## config.mk

```make
export PLATFORM = sky130hd
export DESIGN_NAME = evt_timer_hub
export DESIGN_NICKNAME = d
export VERILOG_FILES = /design/src/rtl/evt_pkg.sv /design/src/rtl/evt_main_counter.sv /design/src/rtl/evt_channel.sv /design/src/rtl/evt_irq_router.sv /design/src/rtl/evt_timer_hub.sv
export SDC_FILE = /design/constraint.sdc
export NUM_CORES = 1
export LEC_CHECK = 0
export BUFFER_PORTS_ARGS = -buffer_cell sky130_fd_sc_hd__buf_2
export CAP_MARGIN = 25
export CORE_MARGIN = 2
export CORE_UTILIZATION = 37
export DETAILED_ROUTE_END_ITERATION = 8
export GPL_TIMING_DRIVEN = 0
export HOLD_SLACK_MARGIN = 0.12
export SKIP_CTS_REPAIR_TIMING = 1
export SYNTH_ARGS = -nofsm -noshare
export SYNTH_HDL_FRONTEND = slang
export SYNTH_HIERARCHICAL = 1
export SYNTH_SLANG_ARGS = --single-unit
```

## constraint.sdc

```tcl
create_clock -name clk -period 17.9 [get_ports clk]
set_input_delay 0 -clock clk [delete_from_list [all_inputs] [get_ports clk]]
set_output_delay 0 -clock clk [all_outputs]
set_load 0.02 [all_outputs]
```

## src/rtl/evt_pkg.sv

```systemverilog
package evt_pkg;
  localparam int ADDR_W    = 12;
  localparam int ROUTE_W   = 5;
  localparam int IRQ_N     = 1 << ROUTE_W;
  localparam logic [ADDR_W-1:0] A_CAPS   = 12'h000;
  localparam logic [ADDR_W-1:0] A_PERIOD = 12'h004;
  localparam logic [ADDR_W-1:0] A_GCFG   = 12'h010;
  localparam logic [ADDR_W-1:0] A_STAT   = 12'h020;
  localparam logic [ADDR_W-1:0] A_CNT    = 12'h0F0;
  localparam int CH_BASE   = 'h100;
  localparam int CH_STRIDE = 'h20;
  localparam int CH_CFG    = 0;
  localparam int CH_MASK   = 4;
  localparam int CH_CMP    = 8;
  // channel config bit positions
  localparam int B_LEVEL   = 1;
  localparam int B_IEN     = 2;
  localparam int B_PER     = 3;
  localparam int B_PERCAP  = 4;
  localparam int B_SIZE    = 5;
  localparam int B_SETVAL  = 6;
  localparam int B_F32     = 8;
  localparam int B_ROUTE   = 9;
  // global config bit positions
  localparam int G_EN      = 0;
  localparam int G_LEGACY  = 1;

  function automatic logic [ADDR_W-1:0] ch_addr(input int ch, input int off);
    return ADDR_W'(CH_BASE + ch * CH_STRIDE + off);
  endfunction
endpackage

```

## src/rtl/evt_main_counter.sv

```systemverilog
module evt_main_counter #(
  parameter int CNT_W = 32
) (
  input  logic             clk,
  input  logic             rst_n,
  input  logic             en,
  input  logic             wr,
  input  logic [CNT_W-1:0] wdata,
  output logic [CNT_W-1:0] cnt
);
  logic [CNT_W-1:0] cnt_q, cnt_d;

  always_comb begin
    cnt_d = cnt_q;
    if (wr)      cnt_d = wdata;
    else if (en) cnt_d = cnt_q + CNT_W'(1);
  end

  always_ff @(posedge clk or negedge rst_n) begin
    if (!rst_n) cnt_q <= '0;
    else        cnt_q <= cnt_d;
  end

  assign cnt = cnt_q;

  p_hold_when_off_r2: assert property (@(posedge clk) disable iff (!rst_n)
    (!en && !wr) |=> $stable(cnt_q));
  p_step_when_on_r2: assert property (@(posedge clk) disable iff (!rst_n)
    (en && !wr) |=> (cnt_q == $past(cnt_q) + CNT_W'(1)));
endmodule

```

## src/rtl/evt_channel.sv

```systemverilog
module evt_channel
  import evt_pkg::*;
#(
  parameter int   CNT_W   = 32,
  parameter bit   PER_CAP = 1'b1
) (
  input  logic               clk,
  input  logic               rst_n,
  input  logic               cnt_en,
  input  logic [CNT_W-1:0]   cnt,
  input  logic               cfg_wr,
  input  logic               cmp_wr,
  input  logic [31:0]        wdata,
  input  logic               stat_clr,
  output logic [31:0]        cfg_rd,
  output logic [CNT_W-1:0]   cmp_rd,
  output logic               status,
  output logic               line,
  output logic               pulse,
  output logic [ROUTE_W-1:0] route
);
  logic level_q, level_d, ien_q, ien_d, per_q, per_d;
  logic setval_q, setval_d, phase_q, phase_d, armed_q, armed_d;
  logic status_q, status_d, pulse_q, pulse_d;
  logic [ROUTE_W-1:0] route_q, route_d;
  logic [CNT_W-1:0]   cmp_q, cmp_d, step_q, step_d;
  logic match, fire;

  assign match = cnt_en && armed_q && (cnt == cmp_q);
  assign fire  = match && ien_q;

  always_comb begin
    level_d  = level_q;
    ien_d    = ien_q;
    per_d    = per_q;
    setval_d = setval_q;
    phase_d  = phase_q;
    route_d  = route_q;
    cmp_d    = cmp_q;
    step_d   = step_q;
    armed_d  = armed_q;
    if (cfg_wr) begin
      level_d = wdata[B_LEVEL];
      ien_d   = wdata[B_IEN];
      per_d   = wdata[B_PER] & PER_CAP;
      route_d = wdata[B_ROUTE +: ROUTE_W];
      if (wdata[B_SETVAL]) begin
        setval_d = 1'b1;
        phase_d  = 1'b0;
      end
    end
    if (match) begin
      if (per_q) cmp_d   = cmp_q + step_q;
      else       armed_d = 1'b0;
    end
    if (cmp_wr) begin
      if (per_q && setval_q) begin
        if (!phase_q) begin
          cmp_d   = wdata[CNT_W-1:0];
          phase_d = 1'b1;
          armed_d = 1'b1;
        end else begin
          step_d   = wdata[CNT_W-1:0];
          setval_d = 1'b0;
          phase_d  = 1'b0;
        end
      end else begin
        cmp_d   = wdata[CNT_W-1:0];
        armed_d = 1'b1;
      end
    end
    status_d = status_q;
    if (fire && level_q) status_d = 1'b1;
    else if (stat_clr)   status_d = 1'b0;
    pulse_d = fire && !level_q;
  end

  always_ff @(posedge clk or negedge rst_n) begin
    if (!rst_n) begin
      level_q  <= 1'b0;
      ien_q    <= 1'b0;
      per_q    <= 1'b0;
      setval_q <= 1'b0;
      phase_q  <= 1'b0;
      route_q  <= '0;
      cmp_q    <= '0;
      step_q   <= '0;
      armed_q  <= 1'b0;
      status_q <= 1'b0;
      pulse_q  <= 1'b0;
    end else begin
      level_q  <= level_d;
      ien_q    <= ien_d;
      per_q    <= per_d;
      setval_q <= setval_d;
      phase_q  <= phase_d;
      route_q  <= route_d;
      cmp_q    <= cmp_d;
      step_q   <= step_d;
      armed_q  <= armed_d;
      status_q <= status_d;
      pulse_q  <= pulse_d;
    end
  end

  always_comb begin
    cfg_rd                        = '0;
    cfg_rd[B_LEVEL]               = level_q;
    cfg_rd[B_IEN]                 = ien_q;
    cfg_rd[B_PER]                 = per_q;
    cfg_rd[B_PERCAP]              = PER_CAP;
    cfg_rd[B_SIZE]                = 1'b0;
    cfg_rd[B_SETVAL]              = setval_q;
    cfg_rd[B_F32]                 = 1'b1;
    cfg_rd[B_ROUTE +: ROUTE_W]    = route_q;
  end

  assign cmp_rd = cmp_q;
  assign status = status_q;
  assign line   = status_q;
  assign pulse  = pulse_q;
  assign route  = route_q;

  p_periodic_advance_r5: assert property (@(posedge clk) disable iff (!rst_n)
    (match && per_q && !cmp_wr) |=> (cmp_q == $past(cmp_q) + $past(step_q)));
  p_oneshot_disarm_r3: assert property (@(posedge clk) disable iff (!rst_n)
    (match && !per_q && !cmp_wr) |=> !armed_q);
  p_status_only_level_r8: assert property (@(posedge clk) disable iff (!rst_n)
    $rose(status_q) |-> $past(level_q));
  p_w1c_clears_r7: assert property (@(posedge clk) disable iff (!rst_n)
    (stat_clr && !fire) |=> !status_q);
endmodule

```

## src/rtl/evt_irq_router.sv

```systemverilog
module evt_irq_router
  import evt_pkg::*;
#(
  parameter int NUM_CH = 3
) (
  input  logic [NUM_CH-1:0]              line,
  input  logic [NUM_CH-1:0]              pulse,
  input  logic [NUM_CH-1:0][ROUTE_W-1:0] route,
  input  logic                           legacy,
  output logic [IRQ_N-1:0]               irq
);
  logic [ROUTE_W-1:0] dest;

  always_comb begin
    irq  = '0;
    dest = '0;
    for (int c = 0; c < NUM_CH; c++) begin
      dest = route[c];
      if (legacy && c == 0) dest = ROUTE_W'(0);
      if (legacy && c == 1) dest = ROUTE_W'(8);
      irq[dest] = irq[dest] | line[c] | pulse[c];
    end
  end
endmodule

```

## src/rtl/evt_timer_hub.sv

```systemverilog
module evt_timer_hub
  import evt_pkg::*;
#(
  parameter int          NUM_CH     = 3,
  parameter logic [15:0] VENDOR     = 16'h1D0A,
  parameter logic [7:0]  REV        = 8'h02,
  parameter int          TICK_FS    = 10_000_000,
  parameter logic [31:0] ROUTE_MASK = 32'h00F0_1F3C
) (
  input  logic              clk,
  input  logic              rst_n,
  input  logic              bus_sel,
  input  logic              bus_wr,
  input  logic [11:0]       bus_addr,
  input  logic [31:0]       bus_wdata,
  output logic [31:0]       bus_rdata,
  output logic [31:0]       irq_out
);
  localparam int CNT_W = 32;
  localparam logic [31:0] CAPS_WORD =
    {VENDOR, 1'b1, 1'b0, 1'b0, 5'(NUM_CH - 1), REV};

  // reset: asserted asynchronously, released on a clock edge
  logic [1:0] rst_sync;
  logic       rst_q;
  always_ff @(posedge clk or negedge rst_n) begin
    if (!rst_n) rst_sync <= 2'b00;
    else        rst_sync <= {rst_sync[0], 1'b1};
  end
  assign rst_q = rst_sync[1];

  logic wr_stb, rd_stb;
  assign wr_stb = bus_sel && bus_wr;
  assign rd_stb = bus_sel && !bus_wr;

  // global configuration
  logic en_q, en_d, legacy_q, legacy_d;
  always_comb begin
    en_d     = en_q;
    legacy_d = legacy_q;
    if (wr_stb && bus_addr == A_GCFG) begin
      en_d     = bus_wdata[G_EN];
      legacy_d = bus_wdata[G_LEGACY];
    end
  end
  always_ff @(posedge clk or negedge rst_q) begin
    if (!rst_q) begin
      en_q     <= 1'b0;
      legacy_q <= 1'b0;
    end else begin
      en_q     <= en_d;
      legacy_q <= legacy_d;
    end
  end

  // main counter
  logic [CNT_W-1:0] cnt;
  logic             cnt_wr;
  assign cnt_wr = wr_stb && bus_addr == A_CNT;
  evt_main_counter #(.CNT_W(CNT_W)) u_counter (
    .clk(clk), .rst_n(rst_q), .en(en_q), .wr(cnt_wr),
    .wdata(bus_wdata), .cnt(cnt)
  );

  // channels
  logic [NUM_CH-1:0]              ch_status, ch_line, ch_pulse;
  logic [NUM_CH-1:0][ROUTE_W-1:0] ch_route;
  logic [NUM_CH-1:0][31:0]        ch_cfg_rd, ch_cmp_rd;
  logic                           stat_wr;
  assign stat_wr = wr_stb && bus_addr == A_STAT;

  for (genvar g = 0; g < NUM_CH; g++) begin : g_ch
    logic cfg_wr_g, cmp_wr_g, clr_g;
    assign cfg_wr_g = wr_stb && bus_addr == ch_addr(g, CH_CFG);
    assign cmp_wr_g = wr_stb && bus_addr == ch_addr(g, CH_CMP);
    assign clr_g    = stat_wr && bus_wdata[g];
    evt_channel #(.CNT_W(CNT_W), .PER_CAP(1'b1)) u_chan (
      .clk(clk), .rst_n(rst_q), .cnt_en(en_q), .cnt(cnt),
      .cfg_wr(cfg_wr_g), .cmp_wr(cmp_wr_g), .wdata(bus_wdata),
      .stat_clr(clr_g), .cfg_rd(ch_cfg_rd[g]), .cmp_rd(ch_cmp_rd[g]),
      .status(ch_status[g]), .line(ch_line[g]), .pulse(ch_pulse[g]),
      .route(ch_route[g])
    );
  end

  evt_irq_router #(.NUM_CH(NUM_CH)) u_router (
    .line(ch_line), .pulse(ch_pulse), .route(ch_route),
    .legacy(legacy_q), .irq(irq_out)
  );

  // read path
  logic [31:0] rd_mux, rdata_q, rdata_d;
  always_comb begin
    rd_mux = '0;
    case (bus_addr)
      A_CAPS:   rd_mux = CAPS_WORD;
      A_PERIOD: rd_mux = 32'(TICK_FS);
      A_GCFG:   rd_mux = {30'b0, legacy_q, en_q};
      A_STAT:   rd_mux = 32'(ch_status);
      A_CNT:    rd_mux = cnt;
      default:  rd_mux = '0;
    endcase
    for (int c = 0; c < NUM_CH; c++) begin
      if (bus_addr == ch_addr(c, CH_CFG))  rd_mux = ch_cfg_rd[c];
      if (bus_addr == ch_addr(c, CH_MASK)) rd_mux = ROUTE_MASK;
      if (bus_addr == ch_addr(c, CH_CMP))  rd_mux = ch_cmp_rd[c];
    end
  end
  always_comb rdata_d = rd_stb ? rd_mux : rdata_q;
  always_ff @(posedge clk or negedge rst_q) begin
    if (!rst_q) rdata_q <= '0;
    else        rdata_q <= rdata_d;
  end
  assign bus_rdata = rdata_q;

  p_legacy_ch0_r9: assert property (@(posedge clk) disable iff (!rst_q)
    (legacy_q && ch_line[0]) |-> irq_out[0]);
  p_legacy_ch1_r9: assert property (@(posedge clk) disable iff (!rst_q)
    (legacy_q && NUM_CH > 1 && ch_line[NUM_CH > 1 ? 1 : 0]) |-> irq_out[8]);
  p_idle_lines_r1: assert property (@(posedge clk) disable iff (!rst_q)
    (ch_line == '0 && ch_pulse == '0) |-> (irq_out == '0));
endmodule

```

==> results.json <==
{
  "timing.critical_path.required_ns": 17.90,
  "worst_skew_pair.late_latency_ns": 0.57,
  "finalWirelength_um": 105400,
  "design.die.area_mm2": 0.06822,
  "endpoint_kind": "output pin",
  "grt_first_pass_wirelength_um": 152100,
  "synthToLayoutAreaGrowth_pct": 14.65,
  "hold_viol_final": 0,
  "core_area_mm2": 0.06563,
  "worst_setup_path_start_kind": "flip-flop",
  "initial_core_utilization": 0.3729,
  "register_bit_total_from_synthesis": 299,
  "cts.clk_slew.worst_paths_ns": 0.08,
  "grt_start_max_net_pins": 66,
  "worstHoldPathType": "input pin to flip-flop",
  "power.leakage_nw": 12.37,
  "antenna_violations_before_repair": 3,
  "most-common-layout-cells": "sky130_fd_sc_hd__a21oi_1, sky130_fd_sc_hd__dfrtp_1, sky130_fd_sc_hd__nand2_1, sky130_fd_sc_hd__nor2_1, sky130_fd_sc_hd__buf_2",
  "mostFrequentLayoutCell": "sky130_fd_sc_hd__a21oi_1",
  "detailed_place_hpwl_um": 78940,
  "crit_path_max_incr_delay_ns": 0.72,
  "std_cell_rows": 94,
  "cts.htree.levels": 2,
  "power_density_mw_per_mm2": 57.45,
  "layout_worst_path_cycle_share": 0.2491,
  "status": "completed",
  "maxCapViolations": 0,
  "grt_setup_unrepaired": "false",
  "post_synth_instance_area_mm2": 0.02447,
  "worst_ir_drop_vdd_mv": 0.06252,
  "path_cells": "buf_4, clkbuf_1, xnor2_1, nand4_1, o21ai_1, a21oi_1, o32ai_1, nor3_4, buf_6, a31oi_1, buf_2",
  "max_freq_ghz": 0.2243,
  "worst_case_headroom_to_the_max_slew_limit": 0.3460,
  "postSynthAreaPerCell_um2": 8.302,
  "first_global_vias": 22450,
  "synth-async-reset-ratio": 1.000,
  "drive_gt1_frac": 0.1567,
  "yosys.cell_types.count": 99,
  "grt_overflow_total": 0,
  "layout_min_cycle_time_ns": 4.458,
  "cp_max_fo": 10,
  "io-pin-count": 112,
  "clk_path_buf_depth": 3,
  "fp.dieH_um": 261.2,
  "vias_per_std_cell": 5.993,
  "gpl.final_weighted_congestion": 0.9862,
  "slew_viol_final": 0,
  "totalNegativeSetupSlack_ns": 0,
  "slowest_library_cell_on_the_worst_path": "sky130_fd_sc_hd__o21ai_1",
  "worst_clock_skew_ns": 0.03284,
  "synthFlopType": "sky130_fd_sc_hd__dfrtp_1",
  "netlist_instances": 2948,
  "clock_tree.root_cell": "sky130_fd_sc_hd__clkbuf_16",
  "arrival_time_reported_for_the_critical_path_endpoint_ns": 4.46,
  "drt_first_iter_violations": 2647,
  "worst_pin_slew_ns": 0.9735,
  "wire_per_inst_um": 25.73,
  "yosysWarnings": 6,
  "critPathKind": "flip-flop to output pin",
  "synth_enable_flop_cells": 0,
  "numPortBuffers": 107,
  "die_span_in_x_um": 261.2,
  "detail_route.first_pass.iterations": 6,
  "p_total_w": 0.001612,
  "cts_tree": "yes",
  "fin_nets": 3347,
  "drc": 0,
  "antenna_left": 0,
  "clkSinkCount": 299,
  "setup-violations-final": 0,
  "grt_usage": 0.3012,
  "detailroute.via_count": 24550,
  "synth_sequential_area_ratio": 0.3057,
  "cts_inserted_buffers": 37
}
cell usage after synthesis, types with 13 or more instances:
cell type	n	share of area
sky130_fd_sc_hd__nand2b_1	21	0.0054
sky130_fd_sc_hd__ha_1	94	0.048
sky130_fd_sc_hd__nand4b_1	13	0.0047
sky130_fd_sc_hd__xnor2_1	64	0.023
sky130_fd_sc_hd__o21ai_1	83	0.017
sky130_fd_sc_hd__or3_1	15	0.0038
sky130_fd_sc_hd__clkbuf_1	107	0.016
sky130_fd_sc_hd__a21o_1	44	0.013
sky130_fd_sc_hd__xor2_1	132	0.047
sky130_fd_sc_hd__nor4_1	51	0.013
sky130_fd_sc_hd__a211oi_1	26	0.0080
sky130_fd_sc_hd__dfrtp_1	299	0.31
sky130_fd_sc_hd__nand3_1	117	0.024
sky130_fd_sc_hd__nand4_1	45	0.012
sky130_fd_sc_hd__mux2_2	122	0.056
sky130_fd_sc_hd__nor2_1	240	0.037
sky130_fd_sc_hd__inv_1	33	0.0051
sky130_fd_sc_hd__buf_4	113	0.035
sky130_fd_sc_hd__a21oi_1	300	0.061
sky130_fd_sc_hd__mux2i_1	52	0.021
sky130_fd_sc_hd__o211ai_1	28	0.0086
sky130_fd_sc_hd__and2_1	17	0.0043
sky130_fd_sc_hd__nor2b_1	29	0.0074
sky130_fd_sc_hd__or4_1	15	0.0046
sky130_fd_sc_hd__nor3_1	59	0.012
sky130_fd_sc_hd__o21a_1	13	0.0040
sky130_fd_sc_hd__a31oi_1	50	0.013
sky130_fd_sc_hd__o21ai_0	135	0.028
sky130_fd_sc_hd__and3_1	34	0.0087
sky130_fd_sc_hd__nand2_1	284	0.044
sky130_fd_sc_hd__buf_2	32	0.0065
sky130_fd_sc_hd__o31ai_1	26	0.0080
cell families after synthesis:
kind of cell               Yosys count  share of synthesized area
other                                7                   0.001074
and+or+nand+nor                   1026                     0.2146
xor gates and xnor gates           196                    0.07014
adders and majority gates           97                    0.05051
buffers and inverters              304                    0.06809
DFF                                299                     0.3057
muxes                              178                    0.07924
AOI/OAI and AO/OA                  841                     0.2107
layout make-up:
class	instances	area (um2)
clock buffer	58	1106
antenna	3	7.507
fill	6746	37570
buffer	268	1531
timing repair buffer	152	1041
inverter	36	135.1
sequential	299	7486
clock inverter	8	103.9
tap	864	1081
multi-input combinational	2408	15570
sequential cells by signal, indices dropped and copies added (netlist names):
register / cells
bus_rdata: 32
en_q: 1
g_ch.u_chan/armed_q: 3
g_ch.u_chan/cmp_rd: 96
g_ch.u_chan/ien_q: 3
g_ch.u_chan/level_q: 3
g_ch.u_chan/line: 3
g_ch.u_chan/per_q: 3
g_ch.u_chan/phase_q: 3
g_ch.u_chan/pulse: 3
g_ch.u_chan/route: 15
g_ch.u_chan/setval_q: 3
g_ch.u_chan/step_q: 96
legacy_q: 1
rst_sync: 2
u_counter/cnt: 32
metal layers:
| layer | GRT usage | part of all wire | up-vias |
|---|---|---|---|
| li1 | - | - | 11160 |
| met4 | 0.1586 | 0.058 | 6 |
| met2 | 0.4588 | 0.44 | 1217 |
| met5 | 0 | 0.0011 | - |
| met3 | 0.05798 | 0.091 | 263 |
| met1 | 0.4045 | 0.41 | 11900 |
where the power goes:
part	leakage (nW)	total (W)	switching, W	internal, W
combinational	8.26	0.000143	0.0000963	0.0000467
sequential	3.52	0.000700	0.0000191	0.000681
clock	0.591	0.000769	0.000315	0.000454
through the flow:
| step | cells | utilization | setup slack (ns) | instance area, um2 | hold WS (ns) |
|---|---|---|---|---|---|
| 5_1_grt | 4093 | 0.4275 | 13.30 | 28050 | 0.1730 |
| 6_report | 4096 | 0.4276 | 13.44 | 28060 | 0.1449 |
| 3_5_place_dp | 3991 | 0.4035 | 14.17 | 26480 | -0.2100 |
| 4_1_cts | 4057 | 0.4220 | 13.55 | 27690 | -0.8121 |
| 3_3_place_gp | 3982 | 0.4012 | 4.996 | 26330 | -0.2137 |
| 2_1_floorplan | 3011 | - | 8.950 | 24710 | -0.2956 |
path summary, 6_finish.rpt:
| path | slack [ns] | end | startpoint | cells after the start |
|---|---|---|---|---|
| min in group asynchronous | 0.29 | rst_sync[1]$_DFF_PN0_ | rst_n | 3 |
| worst max register to register | 14.33 | g_ch[2].u_chan/cmp_rd[3]$_DFF_PN0_ | u_counter/cnt[27]$_DFFE_PN0P_ | 10 |
| max in group asynchronous | 16.46 | g_ch[0].u_chan/step_q[1]$_DFFE_PN0P_ | rst_sync[1]$_DFF_PN0_ | 2 |
| worst min register to register | 0.33 | g_ch[2].u_chan/step_q[21]$_DFFE_PN0P_ | rst_sync[1]$_DFF_PN0_ | 0 |
| worst max-delay path | 13.44 | irq_out[1] | g_ch[0].u_chan/route[1]$_DFFE_PN0P_ | 11 |
| worst min-delay path | 0.14 | bus_rdata[0]$_DFFE_PN0P_ | bus_addr[4] | 5 |
critical path, delay by kind of cell, from the launching register on:
kind                      cells  cell delay, ns
xor gates and xnor gates      1            0.19
buffers and inverters         4            1.02
and+or+nand+nor               2            0.35
AOI/OAI and AO/OA             4            1.95
DFF                           1            0.38
Note: power is estimated with default switching activity, not from simulation.
